===== src/rtl/uart_host_regs_pkg.sv =====
package uart_host_regs_pkg;

    typedef enum logic [3:0] {
        SEL_RXTX,
        SEL_IER,
        SEL_IIR_FCR,
        SEL_LCR,
        SEL_MCR,
        SEL_LSR,
        SEL_MSR,
        SEL_SCR,
        SEL_DLL,
        SEL_DLM
    } reg_sel_e;

    localparam int unsigned SRC_COUNT = 4;
    localparam int unsigned MCR_OUT2  = 3;
    localparam int unsigned LCR_BANK  = 7;

    // Priority rank 0 is the highest. Returns the source bit for a rank.
    function automatic int unsigned rank_source(input int unsigned rank);
        unique case (rank)
            0: return 2;   // line error
            1: return 0;   // data ready
            2: return 1;   // transmit empty
            default: return 3; // modem change
        endcase
    endfunction

    // Three-bit identification code for a rank.
    function automatic logic [2:0] rank_code(input int unsigned rank);
        unique case (rank)
            0: return 3'b011;
            1: return 3'b010;
            2: return 3'b001;
            default: return 3'b000;
        endcase
    endfunction

endpackage


===== src/rtl/uhr_decode.sv =====
module uhr_decode
    import uart_host_regs_pkg::*;
#(
    parameter int unsigned AW = 3
) (
    input  logic [AW-1:0] addr,
    input  logic          bank_hi,
    output reg_sel_e      sel
);
    always_comb begin
        unique case (addr)
            3'd0: sel = bank_hi ? SEL_DLL : SEL_RXTX;
            3'd1: sel = bank_hi ? SEL_DLM : SEL_IER;
            3'd2: sel = SEL_IIR_FCR;
            3'd3: sel = SEL_LCR;
            3'd4: sel = SEL_MCR;
            3'd5: sel = SEL_LSR;
            3'd6: sel = SEL_MSR;
            default: sel = SEL_SCR;
        endcase
    end
endmodule


===== src/rtl/uhr_bank.sv =====
module uhr_bank
    import uart_host_regs_pkg::*;
#(
    parameter int unsigned DW    = 8,
    parameter int unsigned IER_W = 4,
    parameter int unsigned MCR_W = 5
) (
    input  logic             clk,
    input  logic             rst_n,
    input  reg_sel_e         sel,
    input  logic             wr_en,
    input  logic [DW-1:0]    wdata,
    output logic [IER_W-1:0] ier_q,
    output logic [DW-1:0]    lcr_q,
    output logic [MCR_W-1:0] mcr_q,
    output logic [DW-1:0]    fcr_q,
    output logic [DW-1:0]    scr_q,
    output logic [DW-1:0]    dll_q,
    output logic [DW-1:0]    dlm_q
);
    localparam logic [DW-1:0] DLL_RESET = DW'(1);

    always_ff @(posedge clk or negedge rst_n) begin
        if (!rst_n) begin
            ier_q <= '0;
            lcr_q <= '0;
            mcr_q <= '0;
            fcr_q <= '0;
            scr_q <= '0;
            dll_q <= DLL_RESET;
            dlm_q <= '0;
        end else if (wr_en) begin
            unique case (sel)
                SEL_IER:     ier_q <= wdata[IER_W-1:0];
                SEL_IIR_FCR: fcr_q <= wdata;
                SEL_LCR:     lcr_q <= wdata;
                SEL_MCR:     mcr_q <= wdata[MCR_W-1:0];
                SEL_SCR:     scr_q <= wdata;
                SEL_DLL:     dll_q <= wdata;
                SEL_DLM:     dlm_q <= wdata;
                default: ;
            endcase
        end
    end
endmodule


===== src/rtl/uhr_irq.sv =====
module uhr_irq
    import uart_host_regs_pkg::*;
#(
    parameter int unsigned DW = 8
) (
    input  logic [SRC_COUNT-1:0] src,
    input  logic [SRC_COUNT-1:0] enable,
    input  logic                 fifo_on,
    output logic [DW-1:0]        iir,
    output logic                 pending
);
    logic [SRC_COUNT-1:0] hit;
    logic [SRC_COUNT-1:0] rank_hit;
    logic [2:0]           code;

    assign hit = src & enable;

    for (genvar r = 0; r < SRC_COUNT; r++) begin : g_rank
        assign rank_hit[r] = hit[rank_source(r)];
    end

    always_comb begin
        code = 3'b000;
        for (int r = SRC_COUNT - 1; r >= 0; r--) begin
            if (rank_hit[r]) code = rank_code(r);
        end
    end

    assign pending = |hit;

    always_comb begin
        iir      = '0;
        iir[0]   = ~pending;
        iir[3:1] = pending ? code : 3'b000;
        iir[7:6] = {2{fifo_on}};
    end
endmodule


===== src/rtl/uart_host_regs.sv =====
module uart_host_regs
    import uart_host_regs_pkg::*;
#(
    parameter int unsigned AW    = 3,
    parameter int unsigned DW    = 8,
    parameter int unsigned MCR_W = 5
) (
    input  logic                 clk,
    input  logic                 rst_n,
    input  logic [AW-1:0]        addr,
    input  logic                 wr_en,
    input  logic                 rd_en,
    input  logic [DW-1:0]        wdata,
    output logic [DW-1:0]        rdata,
    input  logic [DW-1:0]        rx_data,
    input  logic [DW-1:0]        line_status,
    input  logic [DW-1:0]        modem_status,
    input  logic [SRC_COUNT-1:0] irq_src,
    output logic                 rx_pop,
    output logic                 tx_push,
    output logic [DW-1:0]        tx_data,
    output logic [2*DW-1:0]      divisor,
    output logic [DW-1:0]        line_ctrl,
    output logic [MCR_W-1:0]     modem_ctrl,
    output logic [DW-1:0]        fifo_ctrl,
    output logic                 irq
);
    localparam int unsigned DIV_W = 2 * DW;

    reg_sel_e               sel;
    logic [SRC_COUNT-1:0]   ier_q;
    logic [DW-1:0]          lcr_q;
    logic [MCR_W-1:0]       mcr_q;
    logic [DW-1:0]          fcr_q;
    logic [DW-1:0]          scr_q;
    logic [DW-1:0]          dll_q;
    logic [DW-1:0]          dlm_q;
    logic [DW-1:0]          iir;
    logic                   pending;
    logic [DIV_W-1:0]       div_raw;

    uhr_decode #(.AW(AW)) u_decode (
        .addr    (addr),
        .bank_hi (lcr_q[LCR_BANK]),
        .sel     (sel)
    );

    uhr_bank #(.DW(DW), .IER_W(SRC_COUNT), .MCR_W(MCR_W)) u_bank (
        .clk   (clk),
        .rst_n (rst_n),
        .sel   (sel),
        .wr_en (wr_en),
        .wdata (wdata),
        .ier_q (ier_q),
        .lcr_q (lcr_q),
        .mcr_q (mcr_q),
        .fcr_q (fcr_q),
        .scr_q (scr_q),
        .dll_q (dll_q),
        .dlm_q (dlm_q)
    );

    uhr_irq #(.DW(DW)) u_irq (
        .src     (irq_src),
        .enable  (ier_q),
        .fifo_on (fcr_q[0]),
        .iir     (iir),
        .pending (pending)
    );

    // Read steering
    always_comb begin
        unique case (sel)
            SEL_RXTX:    rdata = rx_data;
            SEL_IER:     rdata = DW'(ier_q);
            SEL_IIR_FCR: rdata = iir;
            SEL_LCR:     rdata = lcr_q;
            SEL_MCR:     rdata = DW'(mcr_q);
            SEL_LSR:     rdata = line_status;
            SEL_MSR:     rdata = modem_status;
            SEL_SCR:     rdata = scr_q;
            SEL_DLL:     rdata = dll_q;
            SEL_DLM:     rdata = dlm_q;
            default:     rdata = '0;
        endcase
    end

    assign rx_pop  = rd_en && (sel == SEL_RXTX);
    assign tx_push = wr_en && (sel == SEL_RXTX);
    assign tx_data = wdata;

    assign div_raw    = {dlm_q, dll_q};
    assign divisor    = (div_raw == '0) ? DIV_W'(1) : div_raw;
    assign line_ctrl  = lcr_q;
    assign modem_ctrl = mcr_q;
    assign fifo_ctrl  = fcr_q;
    assign irq        = mcr_q[MCR_OUT2] && pending;
endmodule


===== config.mk =====
export PLATFORM = sky130hd
export DESIGN_NAME = uart_host_regs
export DESIGN_NICKNAME = d
export VERILOG_FILES = /design/src/rtl/uart_host_regs_pkg.sv /design/src/rtl/uhr_decode.sv /design/src/rtl/uhr_bank.sv /design/src/rtl/uhr_irq.sv /design/src/rtl/uart_host_regs.sv
export SDC_FILE = /design/constraint.sdc
export NUM_CORES = 1
export LEC_CHECK = 0
export ABC_AREA = 1
export BUFFER_PORTS_ARGS = -buffer_cell sky130_fd_sc_hd__buf_2
export CAP_MARGIN = 5
export CORE_MARGIN = 5
export CORE_UTILIZATION = 50
export DETAILED_ROUTE_END_ITERATION = 6
export HOLD_SLACK_MARGIN = 0.03
export PLACE_DENSITY = 0.86
export SYNTH_ARGS = -nofsm -noshare
export SYNTH_HDL_FRONTEND = slang
export SYNTH_SLANG_ARGS = --single-unit

===== constraint.sdc =====
create_clock -name clk -period 5.43 [get_ports clk]
set_clock_uncertainty 0.1 [all_clocks]
set_input_delay 1.629 -clock clk [delete_from_list [all_inputs] [get_ports clk]]
set_output_delay 1.629 -clock clk [all_outputs]
set_load 0.01 [all_outputs]

==> results of run 1 <==
## power by group through the flow
stage	sequential, mW	clock, mW	combinational [mW]
finish	0.519	0.212	0.308
global route	0.528	0.233	0.345
CTS	0.516	0.216	0.311
detailed placement	0.522	0	0.310
global placement	0.519	0	0.302
floorplan	0.509	0	0.199
## logic make-up (layout without fill, tap and decap cells)
logic type / Yosys count / in the layout / synth area share, %
flip-flops: 49 / 49 / 43.5
AND/OR/NAND/NOR: 222 / 222 / 35.2
AO/OA/AOI/OAI: 50 / 50 / 10.0
buffers and inverters: 67 / 136 / 11.2
## per-layer routing
metal	global-route usage (%)	part of all wire (%)	up-vias
met5	0	0	-
met4	3.60	0.42	0
met3	4.56	9.3	4
met2	38.4	47	106
met1	33.2	43	1286
li1	-	-	1366
## through the flow
stage | area [sq um] | cells | hold slack [ns] | power [mW] | setup slack (ns)
floorplan | 2820 | 388 | 0.359 | 0.708 | 1.18
global placement | 3200 | 521 | 0.370 | 0.821 | 0.761
detailed placement | 3200 | 521 | 0.382 | 0.832 | 0.714
CTS | 3290 | 529 | 0.403 | 1.04 | 0.715
global route | 3290 | 529 | 0.423 | 1.11 | 0.568
finish | 3290 | 529 | 0.400 | 1.04 | 0.702
## layout make-up
| class | count | area, sq um | area share, % |
|---|---|---|---|
| Multi-Input combinational cell | 272 | 1280 | 38.8 |
| Sequential cell | 49 | 1230 | 37.4 |
| Timing Repair Buffer | 98 | 490 | 14.9 |
| Inverter | 30 | 115 | 3.50 |
| Tap cell | 72 | 90.1 | 2.74 |
| Clock buffer | 6 | 72.6 | 2.21 |
| Clock inverter | 2 | 13.8 | 0.419 |
## worst min path at each step
stage	endpoint	slack [ns]	cells past startpoint
after floorplan	u_bank.scr_q[0]	0.36	2
after global placement	u_bank.fcr_q[4]	0.37	2
after detailed placement	u_bank.fcr_q[1]	0.38	2
after CTS	u_bank.dll_q[0]	0.40	2
after global routing	u_bank.fcr_q[3]	0.42	2
final	u_bank.scr_q[6]	0.40	2
## worst max-delay path: stages
cell and delay, ns:
sky130_fd_sc_hd__buf_2 0.37, sky130_fd_sc_hd__inv_2 0.22, sky130_fd_sc_hd__nor2_1 0.34, sky130_fd_sc_hd__nand2_1 0.10, sky130_fd_sc_hd__nand2_1 0.09, sky130_fd_sc_hd__nor2_1 0.04
sky130_fd_sc_hd__nand3_1 0.07, sky130_fd_sc_hd__buf_2 0.14
## registers in the layout, indices dropped and copies added (netlist names)
signal,flops
u_bank.dll_q,8
u_bank.dlm_q,8
u_bank.fcr_q,8
u_bank.ier_q,4
u_bank.lcr_q,8
u_bank.mcr_q,5
u_bank.scr_q,8
## cell usage in the layout (no fill, tap or decap), drive strengths merged
master    n
nand2   129
buf      98
o21ai    49
dfrtp    48
nor2     48
inv      31
nand3    28
nand4    12
clkbuf    6
nor3      3
and3      1
nor3b     1
o21bai    1
clkinv    1
dfstp     1
==> run summary, run 1 <==
The timing startpoint of the critical path was addr[2]. Per report_power, the sequential group accounts for 49.9% of the total. The tools report the worst relative slew slack as 26.0%. In this run the cell area of the synthesized design comes to 2820 sq um. A synthesized cell averages 7.27 sq um. The clock network is responsible for 20.4% of the overall power. The number of hold violations in the final report came out at 0.

The worst reg2reg path depth is 5. Port buffering added 98 buffers. Before antenna repair, the detailed router went through 5 iterations. In this run the critical register-to-register path is captured at u_bank.dlm_q[5]. Final antenna-violating net count: 0. The count of antenna diodes in the layout was 0; the switching power share of the total was 36.6%.

Clock tree synthesis inserted a total of 5 buffers. For the number of buffers between clock root and the deepest sink, the log shows 2. Summed over all cells, the static leakage comes to 1.85 nW. The worst setup path is of the in2out kind. Setup repair after global routing left no endpoint under its margin. The yosys synthesis warning count came out at 0. Number of nets at the end of the flow: 499. The run gives 0 as the number of max-cap violations.

The run finished with clean final reports. The tree is rooted in a sky130_fd_sc_hd__clkbuf_8. Routed length per instance: 15.9 microns. Once the floorplan was initialized, standard cells occupied 51.2% of the core.

Across all register-to-register paths, the minimum setup slack is 3.77 ns. The horizontal die dimension is 85.1 microns, and the measured slew at the worst slew-check pin is 1.11 ns. The logs give 0.256 mV for the worst voltage drop across the vdd grid and 659 uW for the internal power. Once layout is complete, the utilization of the core stands at 59.7%. The startpoint of the most critical hold path was u_bank.scr_q[6]. In this run, synthesis inferred 0 flip-flops with an integrated enable. The post-CTS setup buffer count was 0. After detailed routing, the number of remaining DRC violations is 0. The logs give 0 for the final number of setup-violating endpoints and 23.5% for the total routing usage reported by global routing. The tools report the maximum number of pins on one net before global-route repair as 50.

The number of global-route vias before repair is 2655, and the share of the clock period used by the worst path after layout is 87.1%. The top cell type by area accounts for 42.6% of the synthesized area. Summed over all nets, the half-perimeter wirelength after detailed placement is 6.40 mm.

The most critical setup path has its endpoint at rdata[5]. For this design, the CTS-stage hold fixing added 0 buffers. The run gives 225 as the starting DRC count in detailed routing. The logs give 2762 for the via total after detailed routing and 29 for the count of distinct cell types in the synthesized netlist. The clock transition at the register clock pins on the worst setup and hold paths after CTS is 0.09 ns.

Using the TritonRoute via totals, the vias-per-cell ratio works out to 5.22. The critical path startpoint category was a primary input. Of all flip-flops after synthesis, the portion carrying an async set or reset was 100%.

The classification of the worst-slack hold path is reg2reg. Along the worst path, the maximum fanout reaches 17. The number of rows in the core area came out at 27.

The height of the chip is 85.1 microns, and the endpoint required time on the critical path is 3.70 ns. The most common cell in the netlist is sky130_fd_sc_hd__nand2_1. Dividing total power by cell area gives a power density of 316 nW/um^2.

At the worst endpoint, the arrival time is 3.00 ns. After detailed routing, the total wire length is 8.41 mm. Counting every instance in the synthesized netlist gives 388. After synthesis, the cell types taking the most area are sky130_fd_sc_hd__dfrtp_1 (43%), sky130_fd_sc_hd__nand2_1 (16%), sky130_fd_sc_hd__o21ai_1 (6.4%).

The H-tree was split into 2 levels. Cells with a size suffix above 1 make up 28.9% of the layout. Sequential elements use 43.5% of the synthesized area.

Flip-flop cell with the highest count after synthesis: sky130_fd_sc_hd__dfrtp_1. The layout has 524 filler cells. For the initial antenna violation count, the log shows 0. The floorplan step defined a die boundary enclosing 7240 sq um.

The logs give 0 for the max-slew violation count and 29.6% for the fraction of power consumed by combinational cells. For this design the top-level I/O count stands at 99. Gates resized during post-CTS repair numbered 0. The peak clock frequency supported by timing is 0.212 GHz, and the area overhead of the layout relative to synthesis is 16.5%. The routed design could run at a clock period as short as 4.73 ns. TritonCTS built the clock tree. The clock latency on the worst-skew pair is 0.30 ns, and the post-synthesis sequential element count is 49. The worst register-to-register path begins at u_bank.lcr_q[7]. The synthesized design spends more area on one cell type than any other, namely sky130_fd_sc_hd__dfrtp_1.

The tools report the core outline area as 5510 sq um. Counting every net in the synthesized netlist gives 431. The tools report the critical path endpoint category as an output pin. The logs give 49 for the clock sink count and 0 for the global route total overflow.

Counting instances in the post-synthesis netlist gives the leading cell types as sky130_fd_sc_hd__nand2_1 (123), sky130_fd_sc_hd__dfrtp_1 (48), sky130_fd_sc_hd__nor2_1 (43). The congestion estimate from routability-driven global placement came to 0.941. Global-route wire length before repair: 13.4 mm. After routing, the total negative slack on setup checks comes to 0 ns.

For this design the total switching power over the nets is 380 uW.
Power figures use the tool's default switching activity.
==> run 2: changes to the inputs <==
--- a/config.mk
+++ b/config.mk
@@ -13,6 +13,7 @@
 export DETAILED_ROUTE_END_ITERATION = 6
 export HOLD_SLACK_MARGIN = 0.03
 export PLACE_DENSITY = 0.86
+export RECOVER_POWER = 50
 export SYNTH_ARGS = -nofsm -noshare
 export SYNTH_HDL_FRONTEND = slang
 export SYNTH_SLANG_ARGS = --single-unit
==> constraint.sdc (replaced) <==
create_clock -name clk -period 4.98 [get_ports clk]
set_clock_uncertainty 0.1 [all_clocks]
set_input_delay 1.494 -clock clk [delete_from_list [all_inputs] [get_ports clk]]
set_output_delay 1.494 -clock clk [all_outputs]
set_load 0.01 [all_outputs]
==> run 2 against run 1 <==
  * Critical endpoint is now rdata[6]
  * Flip-flop and latch count unchanged
  * Power increased by 11%
  * Global-route usage increased by 0.68 points
  * Worst hold slack improved by 0.0024 ns
  * The run now ends with max-capacitance violations, max-slew violations left
  * Critical path depth decreased by 1
==> run summary, run 2 (synthesized netlist as in run 1, its figures left out) <==
The share of cells above drive strength 1 is 26.8% (-2.1 points), and the detailed placer's ending HPWL is 6.62 mm (+3.5%). The number of global-route vias before repair was 2762 (+4.0%); the instance count along the most critical hold path was 2 (unchanged). The tools report the post-route DRC violation count as 0 (unchanged). The library cells used most frequently in the layout, excluding fill and tap cells, are sky130_fd_sc_hd__nand2_1 (126), sky130_fd_sc_hd__buf_2 (94), sky130_fd_sc_hd__dfrtp_1 (48). The highest fanout seen on the critical path came out at 8 (-9). Setup repair after global routing left no endpoint under its margin. The final reports fail on max-capacitance violations, max-slew violations. The global route total overflow was 0 (unchanged); the core outline area was 5510 sq um (unchanged). The maximum number of pins on one net before global-route repair is 50 (unchanged), and the global-route wire length before repair is 13.7 mm (+1.7%). The via total after detailed routing is 2829 (+2.4%). The clock transition at the register clock pins on the worst setup and hold paths after CTS came out at 0.10 ns (about the same). The tools report the root buffer cell as sky130_fd_sc_hd__clkbuf_8. Critical path endpoint category: an output pin. Total routed wirelength: 8.74 mm (+3.9%). The final non-filler cell total is 531 (+0.38%).

TritonCTS built the clock tree. The area growth from synthesis to layout is 15.7%. The run gives 1 (+1) as the number of max-cap violations. The worst setup path is of the in2out kind. The worst relative slew slack was -74.6% (-100 points). The clock latency on the worst-skew pair was 0.30 ns (about the same); the minimum setup slack after placement was 0.676 ns (-0.0377 ns). The routed length per instance is 16.5 microns (+3.5%), and the total instance count after detailed placement is 523 (+0.38%). The power density over the cells is 353 nW/um^2 (+12%). The mean number of vias per cell works out to 5.33 (+2.0%). The initial antenna violation count was 0 (unchanged).

The starting DRC count in detailed routing is 282 (+25%). For the number of rows in the core area, the log shows 27 (unchanged). Timing would allow up to 0.219 GHz. The run gives 0.232 mV (-9.4%) as the worst voltage drop across the vdd grid. The reported leakage power is 1.84 nW (-0.48%). The classification of the worst-slack hold path is reg2reg.

The effective utilization at floorplan was 51.2% (unchanged). Share of the clock period used by the worst path after layout: 91.6%. The clock sink count is 49 (unchanged), and the final antenna-violating net count is 0 (unchanged).

For the total routing usage reported by global routing, the log shows 24.2% (+0.68 points). The time the worst path needs with I/O delays and setup was 4.56 ns. The run finished, with violations left. The run gives 0.420 ns (-0.282 ns) as the worst path setup slack after routing. The post-cts hold buffer count came out at 0 (unchanged). For the final core utilization, the log shows 59.2% (-0.43 points). The logs give 501 (+0.40%) for the number of nets at the end of the flow and 0 ns (unchanged) for the final total negative setup slack. The tools report the max-slew violation count as 50 (+50). The worst setup path is launched from a primary input.

The library cell used most frequently in the layout, excluding fill and tap cells, is sky130_fd_sc_hd__nand2_1. The post-CTS setup buffer count was 0 (unchanged). The final number of setup-violating endpoints was 0 (unchanged); the count of buffers inserted at the top-level ports was 98 (unchanged). The tools report the count of antenna diodes in the layout as 0 (unchanged). The horizontal die dimension was 85.1 microns (unchanged). The run gives 3.39 ns (-0.31 ns) as the endpoint required time on the critical path.

The height of the chip works out to 85.1 microns (unchanged). The post-cts resize count is 0 (unchanged). The number of buffers inserted during clock tree synthesis came out at 5 (unchanged). The die outline area came out at 7240 sq um (unchanged). The I/O pin total is 99 (unchanged). The global placement routability congestion is 0.949 (+0.79%).

The maximum level of the CTS H-tree was 2 (unchanged). The arrival time of data at the critical path endpoint is 2.97 ns (-0.03 ns), and the measured slew at the worst slew-check pin is 2.62 ns (+1.51 ns). The worst reg2reg path depth is 4 (-1).

The number of search-and-repair iterations in the first detailed-routing pass was 5 (unchanged). Number of buffers between clock root and the deepest sink: 2 (unchanged). Number of hold violations in the final report: 0 (unchanged).
==> run 2: cell count changes in the layout (fill, tap and decap cells not counted), sizes merged <==
cell / previous run / this run
clkbuf: 6 / 10
clkinv: 1 / 0
inv: 31 / 32
clkinvlp: 0 / 1
buf: 98 / 95
==> run 2: stage by stage <==
| stage | cell area, sq um | hold WS [ns] | total power [mW] |
|---|---|---|---|
| 2_1_floorplan | 2820 | 0.359 | 0.773 |
| 3_3_place_gp | 3210 | 0.370 | 0.898 |
| 3_5_place_dp | 3210 | 0.379 | 0.912 |
| 4_1_cts | 3310 | 0.401 | 1.16 |
| 5_1_grt | 3260 | 0.422 | 1.22 |
| 6_report | 3260 | 0.403 | 1.15 |
==> run 2: area by class of cell <==
cell class / count / area (sq um)
Clock buffer: 5 / 68.8
Clock inverter: 3 / 25.0
Fill cell: 541 / 2240
Inverter: 30 / 115
Multi-Input combinational cell: 272 / 1240
Sequential cell: 49 / 1230
Tap cell: 72 / 90.1
Timing Repair Buffer: 100 / 497
==> run 2: path summary, 6_finish.rpt <==
check                                 from               to  slack (ns)
max reg2reg                u_bank.lcr_q[7]  u_bank.dll_q[2]        3.10
min reg2reg                u_bank.fcr_q[1]  u_bank.fcr_q[1]        0.40
min in group asynchronous            rst_n  u_bank.mcr_q[1]        1.89
min                        u_bank.fcr_q[1]  u_bank.fcr_q[1]        0.40
max in group asynchronous            rst_n  u_bank.scr_q[3]        1.40
max                                addr[0]         rdata[6]        0.42
==> run 2: critical path: stages <==
cell and delay [ns]:
sky130_fd_sc_hd__clkbuf_1 0.20, sky130_fd_sc_hd__nor2_1 0.45, sky130_fd_sc_hd__nand3_1 0.33, sky130_fd_sc_hd__nor2_1 0.20, sky130_fd_sc_hd__nor3_1 0.07, sky130_fd_sc_hd__nand2_1 0.09
sky130_fd_sc_hd__buf_2 0.14
==> run 2: power by group <==
group	switching (mW)	internal (mW)
Sequential	0.0852	0.481
Clock	0.146	0.103
Combinational	0.203	0.135
==> run 2: metal layers <==
metal	up-vias	GRT usage (%)	wire, microns
met2	153	40.9	4210
met3	15	5.53	807
met5	-	0	0
li1	1360	-	-
met1	1301	31.3	3560
met4	0	6.19	152
==> run 3: changes to the inputs <==
--- a/config.mk
+++ b/config.mk
@@ -12,8 +12,9 @@
 export CORE_UTILIZATION = 50
 export DETAILED_ROUTE_END_ITERATION = 6
 export HOLD_SLACK_MARGIN = 0.03
-export PLACE_DENSITY = 0.86
+export PLACE_DENSITY = 0.9
 export RECOVER_POWER = 50
+export SLEW_MARGIN = 20
 export SYNTH_ARGS = -nofsm -noshare
 export SYNTH_HDL_FRONTEND = slang
 export SYNTH_SLANG_ARGS = --single-unit
==> run 3 against run 2 <==
  * The run still ends with max-capacitance violations, max-slew violations left
  * Global-route usage down 1.2 points
  * Via count down 0.18%
  * Worst hold slack better by 0.0012 ns
  * Combinational power down 1%
  * Routed wire length down 2.7%
  * Die area unchanged
  * Sequential share of layout area down 0.27 points
  * Register-to-register slack about the same
  * Sequential power about the same
  * Clock power up 16%
  * Power up 3.0%
  * Cell area up 0.73%
  * Largest cell class unchanged
==> run summary, run 3 (synthesized netlist as in run 1, its figures left out) <==
The routing usage on met3 is 4.76% (-0.78 points). The run gives -72.2% (+2.4 points) as the worst relative slew slack. The post-route DRC violation count was 0 (unchanged); the routed length per instance was 16.0 microns (-2.7%).

The most common library cell in the layout ignoring fill and taps was sky130_fd_sc_hd__nand2_1. The core outline area came out at 5510 sq um (unchanged). Setup repair after global routing left no endpoint under its margin. For the clock latency on the worst-skew pair, the log shows 0.30 ns (about the same). The worst register-to-register path begins at u_bank.lcr_q[7]. The run gives 5 (unchanged) as the number of buffers inserted during clock tree synthesis. In this run the critical register-to-register path is captured at u_bank.dll_q[6].

The peak per-stage delay on the critical path works out to 0.41 ns (-0.04 ns). The tools report the global-route wire length before repair as 13.2 mm (-3.6%). The clock transition at the register clock pins on the worst setup and hold paths after CTS is 0.09 ns (about the same). The final reports fail on max-capacitance violations, max-slew violations.

The share of cells above drive strength 1 was 25.7% (-1.1 points); the endpoint required time on the critical path was 3.39 ns (about the same). The final total negative setup slack is 0 ns (unchanged), and the total routed wirelength is 8.50 mm (-2.7%). The global route total overflow is 0 (unchanged), and the via total after detailed routing is 2824 (-0.18%). Critical path startpoint category: a primary input. The logs give 2636 (-4.6%) for the number of global-route vias before repair and 7240 sq um (unchanged) for the die outline area. The total instance count after detailed placement was 523 (unchanged); the net load switching power was 421 uW (-2.9%).

The finished layout cell area is 3290 sq um (+0.73%), and the highest fanout seen on the critical path is 10 (+2). The area overhead of the layout relative to synthesis was 16.5%. The critical path goes through clkbuf_1 -> inv_4 -> nor2_1 -> nand4_1 -> nand2_1 -> nor2_1 -> nand3_1 -> buf_2.

The hold path endpoint was u_bank.fcr_q[3]. The logs give 49 (unchanged) for the clock sink count and 2 (unchanged) for the number of buffers between clock root and the deepest sink. TritonCTS built the clock tree.

The effective utilization at floorplan is 51.2% (unchanged), and the arrival time of data at the critical path endpoint is 2.89 ns (-0.08 ns). The power density over the cells came out at 361 nW/um^2 (+2.2%). The number of search-and-repair iterations in the first detailed-routing pass is 5 (unchanged). The post-cts hold buffer count came out at 0 (unchanged).

The number of max-cap violations was 1 (unchanged). The worst setup path is captured at an output pin. The share of the clock period used by the worst path after layout is 90.1% (-1.5 points). The critical path in this run is classified as in2out. The root buffer cell was sky130_fd_sc_hd__clkbuf_8.

The number of nets at the end of the flow came out at 501 (unchanged). The gate family responsible for the most delay along the worst path is simple AND/OR/NAND/NOR gates. Leaving out fill and tap cells, the most frequent cells in the layout are sky130_fd_sc_hd__nand2_1 (126), sky130_fd_sc_hd__buf_2 (88), sky130_fd_sc_hd__dfrtp_1 (48). The final core utilization is 59.7% (+0.43 points), and the worst path setup slack after routing is 0.495 ns (+0.0744 ns). The mean number of vias per cell was 5.32 (-0.18%). The minimum setup slack after placement came out at 0.701 ns (+0.0251 ns). The tools report the post-cts resize count as 0 (unchanged). met2 is the most crowded layer. The run gives 0.258 mV (+11%) as the worst voltage drop across the vdd grid. The run gives 0 (unchanged) as the number of hold violations in the final report. The instance count along the most critical hold path was 2 (unchanged); the power share of the sequential group was 47.6% (-1.5 points). Switching power share of the total: 35.5% (-2.2 points).

The time the worst path needs with I/O delays and setup works out to 4.49 ns (-0.0744 ns). The starting DRC count in detailed routing is 256 (-9.2%), and the area of the multi-input gates is 1250 sq um (+0.81%). The reported leakage power is 1.83 nW (-0.26%), and the measured slew at the worst slew-check pin is 2.58 ns (-0.0361 ns).

The flow ran to the end, but the final reports show violations. The horizontal die dimension is 85.1 microns (unchanged), and the count of antenna diodes in the layout is 0 (unchanged). The run gives 765 uW (+6.5%) as the internal power.

The met1 routing resource usage after global routing is 32.5% (+1.1 points). The logs give 50 (unchanged) for the maximum number of pins on one net before global-route repair and 0 (unchanged) for the post-CTS setup buffer count. For the number of fillers in the final layout, the log shows 529 (-2.2%). Counting stages on the worst path, the most repeated cell is sky130_fd_sc_hd__nor2_1. The number of rows in the core area is 27 (unchanged), and the fraction of power consumed by combinational cells is 28.1% (-1.2 points). The height of the chip works out to 85.1 microns (unchanged). For the max-slew violation count, the log shows 50 (unchanged).

The initial antenna violation count is 0 (unchanged), and the area after detailed placement is 3210 sq um (unchanged). The worst reg2reg path depth is 4 (unchanged), and the worst reg-to-reg setup slack is 3.11 ns (about the same). The final antenna-violating net count is 0 (unchanged). Classification of the worst-slack hold path: reg2reg. The logs give 1.19 mW (+3.0%) for the total design power and 0.404 ns (+0.00118 ns) for the final worst hold slack. The run gives 99 (unchanged) as the I/O pin total. The flip-flop and latch area came out at 1230 sq um (unchanged).

The met2 demand-to-capacity share in global routing was 35.5% (-5.4 points); the count of buffers inserted at the top-level ports was 98 (unchanged). Number of buffer and inverter stages on the critical path: 3 (+1). The global placement routability congestion is 1.01 (+6.5%). The final number of setup-violating endpoints is 0 (unchanged). The clock share of power is 24.3% (+2.8 points), and the peak clock frequency supported by timing is 0.223 GHz (+1.7%). The logs give 23.0% (-1.2 points) for the total routing usage reported by global routing and 531 (unchanged) for the final non-filler cell total.

The largest individual stage delay along the critical path comes from the cell sky130_fd_sc_hd__nor2_1. The run gives 2 (unchanged) as the maximum level of the CTS H-tree. The startpoint identified for the worst hold timing path is u_bank.fcr_q[3].

The detailed placer's ending HPWL was 6.42 mm (-3.1%).
-- run 3: cell type report --
type	count	area share [%]
repair buffers	100	15.0
multi-input cells	272	38.0
clock buffers	6	2.21
inverters	30	3.50
clock inverters	2	1.18
well taps	72	2.74
flip-flops and latches	49	37.4
-- run 3: worst max-delay path by stage --
stage | start | to | slack, ns | cells after the start
2_1_floorplan | addr[0] | rdata[7] | 1.0 | 7
3_3_place_gp | addr[1] | rdata[6] | 0.69 | 8
3_5_place_dp | addr[1] | rdata[6] | 0.70 | 8
4_1_cts | addr[1] | rdata[6] | 0.70 | 8
5_1_grt | addr[0] | rdata[0] | 0.37 | 8
6_report | addr[0] | rdata[2] | 0.49 | 8
-- run 3: metal layers --
layer / vias up / share of wire [%]
li1: 1361 / -
met1: 1307 / 44
met2: 138 / 45
met3: 18 / 8.3
met4: 0 / 2.4
met5: - / 0
-- run 3: power groups by stage --
stage	sequential [mW]	clock (mW)	combinational (mW)
after global routing	0.574	0.305	0.373
after floorplan	0.555	0	0.217
final	0.565	0.288	0.334
after global placement	0.566	0	0.333
after detailed placement	0.568	0	0.342
after CTS	0.561	0.285	0.344
-- run 3: tightest hold or removal path, stage by stage (launching register included) --
cell and delay, ns:
sky130_fd_sc_hd__dfrtp_1 0.36, sky130_fd_sc_hd__nand2_1 0.05, sky130_fd_sc_hd__o21ai_0 0.06
